**config.mk**
```make
export PLATFORM = sky130hd
export DESIGN_NAME = seg_ram_loader
export DESIGN_NICKNAME = d
export VERILOG_FILES = /design/src/rtl/ramld_pkg.sv /design/src/rtl/ramld_fsm.sv /design/src/rtl/ramld_unpack.sv /design/src/rtl/ramld_ptr.sv /design/src/rtl/seg_ram_loader.sv
export SDC_FILE = /design/constraint.sdc
export NUM_CORES = 1
export LEC_CHECK = 0
export ABC_AREA = 1
export BUFFER_PORTS_ARGS = -buffer_cell sky130_fd_sc_hd__buf_2
export CORE_MARGIN = 8
export CORE_UTILIZATION = 25
export DETAILED_ROUTE_END_ITERATION = 10
export REMOVE_ABC_BUFFERS = 1
export SYNTH_ARGS = -nofsm -noshare
export SYNTH_HDL_FRONTEND = slang
export SYNTH_SLANG_ARGS = --single-unit
export TNS_END_PERCENT = 20
```
**constraint.sdc**
```tcl
create_clock -name clk -period 2.5 [get_ports clk]
set_clock_uncertainty 0.1 [all_clocks]
set_input_delay 0.5 -clock clk [delete_from_list [all_inputs] [get_ports clk]]
set_output_delay 0.5 -clock clk [all_outputs]
set_load 0.02 [all_outputs]
```
**src/rtl/ramld_pkg.sv**
```systemverilog
package ramld_pkg;

    typedef enum logic [1:0] {
        MUX_STATIC = 2'd0,
        MUX_DUO    = 2'd1,
        MUX_TRI    = 2'd2,
        MUX_QUAD   = 2'd3
    } mux_mode_e;

    typedef enum logic [0:0] {
        ST_IDLE   = 1'b0,
        ST_UNPACK = 1'b1
    } ld_state_e;

    // bits placed in one column for a given drive mode
    function automatic logic [2:0] group_width(input mux_mode_e m);
        return {1'b0, m} + 3'd1;
    endfunction

endpackage

```
**src/rtl/ramld_fsm.sv**
```systemverilog
module ramld_fsm
    import ramld_pkg::*;
(
    input  logic clk,
    input  logic rst_n,
    input  logic byte_vld,
    input  logic ptr_ld,
    input  logic last_grp,
    output logic accept,
    output logic ld_ok,
    output logic step
);

    ld_state_e state_q, state_d;

    always_ff @(posedge clk or negedge rst_n) begin
        if (!rst_n) state_q <= ST_IDLE;
        else        state_q <= state_d;
    end

    always_comb begin
        state_d = state_q;
        accept  = 1'b0;
        ld_ok   = 1'b0;
        step    = 1'b0;
        unique case (state_q)
            ST_IDLE: begin
                ld_ok  = ptr_ld;
                accept = byte_vld;
                if (byte_vld) state_d = ST_UNPACK;   // accept
            end
            ST_UNPACK: begin
                step = 1'b1;
                if (last_grp) state_d = ST_IDLE;     // drain
            end
            default: state_d = ST_IDLE;
        endcase
    end

endmodule

```
**src/rtl/ramld_unpack.sv**
```systemverilog
module ramld_unpack
    import ramld_pkg::*;
#(
    parameter int ROWS   = 4,
    parameter int BYTE_W = 8,
    localparam int BUF_W = BYTE_W + ROWS - 1,
    localparam int CNT_W = $clog2(BUF_W + 1)
) (
    input  logic              clk,
    input  logic              rst_n,
    input  logic              accept,
    input  logic              flush,
    input  logic              step,
    input  logic [BYTE_W-1:0] byte_in,
    input  mux_mode_e         mode_in,
    output logic [ROWS-1:0]   grp_bits,
    output logic [ROWS-1:0]   grp_mask,
    output logic              last_grp
);

    logic [BUF_W-1:0] sh_q;
    logic [CNT_W-1:0] cnt_q;
    mux_mode_e        mode_q;
    logic [2:0]       grp_w;
    logic             keep;
    logic [BUF_W-1:0] incoming;
    logic [BUF_W-1:0] kept;
    logic [CNT_W-1:0] kept_cnt;
    logic [CNT_W:0]   two_w;

    assign grp_w    = group_width(mode_q);
    assign keep     = !flush && (mode_in == mode_q);
    assign kept     = keep ? sh_q : '0;
    assign kept_cnt = keep ? cnt_q : '0;
    assign incoming = {byte_in, {(ROWS-1){1'b0}}} >> kept_cnt;
    assign two_w    = (CNT_W+1)'(grp_w) << 1;
    assign last_grp = ({1'b0, cnt_q} < two_w);

    generate
        for (genvar r = 0; r < ROWS; r++) begin : g_row
            assign grp_mask[r] = (r < int'(grp_w));
            assign grp_bits[r] = (r < int'(grp_w)) ? sh_q[BUF_W-1-r] : 1'b0;
        end
    endgenerate

    always_ff @(posedge clk or negedge rst_n) begin
        if (!rst_n) begin
            sh_q   <= '0;
            cnt_q  <= '0;
            mode_q <= MUX_STATIC;
        end else if (accept) begin
            sh_q   <= kept | incoming;
            cnt_q  <= kept_cnt + CNT_W'(BYTE_W);
            mode_q <= mode_in;
        end else if (step) begin
            sh_q   <= sh_q << grp_w;
            cnt_q  <= cnt_q - CNT_W'(grp_w);
        end else if (flush) begin
            sh_q   <= '0;
            cnt_q  <= '0;
        end
    end

endmodule

```
**src/rtl/ramld_ptr.sv**
```systemverilog
module ramld_ptr #(
    parameter int COLS  = 40,
    parameter int SUB_W = 3,
    localparam int PTR_W = $clog2(COLS)
) (
    input  logic             clk,
    input  logic             rst_n,
    input  logic             ld,
    input  logic [PTR_W-1:0] ld_val,
    input  logic             step,
    output logic [PTR_W-1:0] col,
    output logic [SUB_W-1:0] sub
);

    localparam logic [PTR_W-1:0] LAST = PTR_W'(COLS - 1);

    always_ff @(posedge clk or negedge rst_n) begin
        if (!rst_n) begin
            col <= '0;
            sub <= '0;
        end else if (ld) begin
            col <= (ld_val > LAST) ? LAST : ld_val;
        end else if (step) begin
            if (col == LAST) begin
                col <= '0;
                sub <= sub + SUB_W'(1);
            end else begin
                col <= col + PTR_W'(1);
            end
        end
    end

endmodule

```
**src/rtl/seg_ram_loader.sv**
```systemverilog
module seg_ram_loader
    import ramld_pkg::*;
#(
    parameter int COLS   = 40,
    parameter int ROWS   = 4,
    parameter int BYTE_W = 8,
    parameter int SUB_W  = 3,
    localparam int PTR_W = $clog2(COLS),
    localparam int MODE_W = $clog2(ROWS)
) (
    input  logic              clk,
    input  logic              rst_n,
    input  logic              byte_vld,
    input  logic [BYTE_W-1:0] byte_data,
    input  logic              ptr_ld,
    input  logic [PTR_W-1:0]  ptr_val,
    input  logic [MODE_W-1:0] mux_mode,
    input  logic [SUB_W-1:0]  hw_sub,
    output logic              busy,
    output logic              wr_en,
    output logic [PTR_W-1:0]  wr_col,
    output logic [ROWS-1:0]   wr_mask,
    output logic [ROWS-1:0]   wr_data
);

    logic             accept, ld_ok, step, last_grp;
    logic [SUB_W-1:0] sub;

    ramld_fsm u_fsm (
        .clk      (clk),
        .rst_n    (rst_n),
        .byte_vld (byte_vld),
        .ptr_ld   (ptr_ld),
        .last_grp (last_grp),
        .accept   (accept),
        .ld_ok    (ld_ok),
        .step     (step)
    );

    ramld_unpack #(.ROWS(ROWS), .BYTE_W(BYTE_W)) u_unpack (
        .clk      (clk),
        .rst_n    (rst_n),
        .accept   (accept),
        .flush    (ld_ok),
        .step     (step),
        .byte_in  (byte_data),
        .mode_in  (mux_mode_e'(mux_mode)),
        .grp_bits (wr_data),
        .grp_mask (wr_mask),
        .last_grp (last_grp)
    );

    ramld_ptr #(.COLS(COLS), .SUB_W(SUB_W)) u_ptr (
        .clk    (clk),
        .rst_n  (rst_n),
        .ld     (ld_ok),
        .ld_val (ptr_val),
        .step   (step),
        .col    (wr_col),
        .sub    (sub)
    );

    assign busy  = step;
    assign wr_en = step && (sub == hw_sub);

endmodule

```
==> results.toml <==
[status]
status = "completed"

[place]
place_hpwl_um = 5870
gp_congestion = 0.907
place_ws_ns = 0.339
post-place-cells = 536
portBuffers = 38

[sta]
setup_tns_ns = 0
rsz0062_at_grt = "false"
slew_headroom_pct = 56.5
maxSlewViolCount = 0
finalCritPeriodShare_pct = 88.9
fin_ws_ns = 0.276
hold_violations = 0
min_period_ns = 2.22
finalSetupViolations = 0
tightest_slew_ns = 0.652
hold_slack_ns = 0.129
max_freq_mhz = 450

[critical_path]
crit-reg2reg-capture = "u_unpack.cnt_q[3]"
worst_setup_path_start_kind = "flip-flop"
crit_fanout = 18
crit_type = "flip-flop to output pin"
critPathArrivalTime_ns = 1.62
r2r_slack_ns = 0.34
r2r_cells = 9
timing.rr.start = "u_unpack.mode_q[0]"
end_kind = "output pin"
crit_required_ns = 1.90

[logic_synthesis]
synth_ff_type = "dfrtp_1"
yosysSeqAreaShare_pct = 26.7
synth_top_area_share_pct = 26.7
ys_async_sr_fraction_pct = 100
synthesis.area_um2 = 2530
netlist_instances = 365
synth_warnings = 0
synth_cell_type_count = 42
yosysTopAreaCell = "dfrtp_1"
synth_area_leaders = "dfrtp_1, nand2_1, nand3_1"
syn_avg_cell_area_um2 = 6.92
synth_edf_count = 0
synth_seq_cells = 27

[floorplanning]
start_util_pct = 25.9
rows = 36
top_level_ports = 39
die_x_um = 117
die_area_um2 = 13600
coreArea_um2 = 9770
fp.dieH_um = 117

[worst_hold_path]
hold_class = "primary input to async pin"

[final_layout]
final_util_pct = 30.2
layout_common_cells = "nand2_1, buf_2, nand3_1"
n_antenna_cell = 0
layout-drive-gt1-share_pct = 20.1
syn_to_final_growth_pct = 16.6
final_nets = 443
final_cells = 540
final_common_cell = "nand2_1"

[route]
drc = 0
drtIter0Drc = 125
vias = 2526
wire_per_inst_um = 13.5
drtPass1Iterations = 4
final_antenna_net_count = 0
avgViaCountPerCell = 4.68
routed_wl_um = 7270

[clock_tree]
insertion_delay_ns = 0.28
numCtsBuffers = 3
clk_pin_slew_ns = 0.11
cts_max_level = 1
root_buffer = "clkbuf_8"
cts_hold_buf = 0
cts_resized = 0
cts.path.max_buffers = 2
cts_tree = "built"
clkSinkCount = 27
postCtsSetupBuffers = 0

[pwr]
peakVddDrop_uv = 572
p_leak_nw = 1.50
power_density_nw_per_um2 = 1180

[grt]
grt_overflow = 0
use_met1_pct = 13.4
gr-usage-met2_pct = 20.7
grt_pass1_wl_um = 12200
track_usage_pct = 11.2
antenna_found_initial = 0
grtUsageMet3_pct = 1.81
grt_pass1_vias = 2542
grt_max_degree = 28
busiest_layer = "met2"

[flow_run]
cap_violations = 0
==> final cells by class <==
type	instances	area, um2
Timing Repair Buffer	47	258
Clock buffer	3	41.3
Fill cell	1057	6830
Multi-Input combinational cell	292	1660
Inverter	37	146
Clock inverter	1	5.00
Sequential cell	27	676
Tap cell	133	166
==> power breakdown <==
part | leakage, nW | total, mW | switching, mW | internal (mW)
Sequential | 0.343 | 0.895 | 0.269 | 0.625
Clock | 0.0255 | 0.268 | 0.156 | 0.112
Combinational | 1.14 | 2.32 | 1.49 | 0.829
==> how the worst max path moves through the flow <==
stage,cells after the start,from,end,slack [ns]
floorplan,9,u_unpack.mode_q[0],u_unpack.cnt_q[3],-0.15
global placement,9,u_unpack.mode_q[0],u_unpack.cnt_q[3],0.37
detailed placement,9,u_unpack.mode_q[0],u_unpack.cnt_q[3],0.34
CTS,4,u_unpack.mode_q[0],wr_data[2],0.25
global route,4,u_unpack.mode_q[0],wr_data[2],0.16
finish,4,u_unpack.mode_q[0],wr_data[2],0.28
==> metrics by stage <==
step,cell area (um2),total power [mW]
2_1_floorplan,2480,2.52
5_1_grt,2950,3.86
3_5_place_dp,2900,3.23
6_report,2950,3.48
4_1_cts,2950,3.51
3_3_place_gp,2900,3.23
==> registers in the layout, summed over array words and instances, names as in the netlist <==
signal / flops
u_unpack.sh_q: 11
u_ptr.col: 6
u_unpack.cnt_q: 4
u_ptr.sub: 3
u_unpack.mode_q: 2
u_fsm.state_q: 1
==> worst max-delay path: stages, from the launching register on <==
cell and delay (ns):
dfrtp_1 0.50, buf_4 0.25, ha_1 0.23, nor3_1 0.17, buf_2 0.19
==> Yosys cell counts (2+ instances only) <==
| master | count |
|---|---|
| inv_2 | 5 |
| nand2_8 | 2 |
| nand2_1 | 113 |
| nor2_4 | 3 |
| inv_1 | 29 |
| nand3_2 | 2 |
| nor2_2 | 2 |
| o21ai_1 | 2 |
| buf_2 | 7 |
| dfrtp_1 | 27 |
| nand2_4 | 5 |
| a21oi_1 | 13 |
| nor3_1 | 3 |
| nor2_1 | 33 |
| clkinv_1 | 2 |
| nand2_2 | 3 |
| a22oi_1 | 3 |
| ha_1 | 11 |
| xnor2_1 | 2 |
| nand3_1 | 37 |
| xor2_1 | 7 |
| nor2_8 | 5 |
| o221ai_1 | 2 |
| nand4_1 | 4 |
| o21ai_0 | 24 |
| o211ai_1 | 3 |
==> metal layers <==
metal | vias to the layer above | part of all wire (%) | wire (um)
li1 | 1284 | - | -
met1 | 1175 | 43 | 3100
met4 | 0 | 0.32 | 23
met3 | 2 | 5.3 | 383
met5 | - | 0 | 0
met2 | 65 | 52 | 3760
==> cells by family (layout without fill, tap and decap cells) <==
family,Yosys count,in the layout,synth area share [%]
muxes,2,2,0.842
buffers and inverters,46,88,7.77
AOI/OAI and AO/OA,54,54,12.4
adders and majority gates,12,12,6.24
xor gates and xnor gates,9,9,3.12
and+or+nand+nor,215,215,42.9
DFF,27,27,26.7
Power figures use the tool's default switching activity.
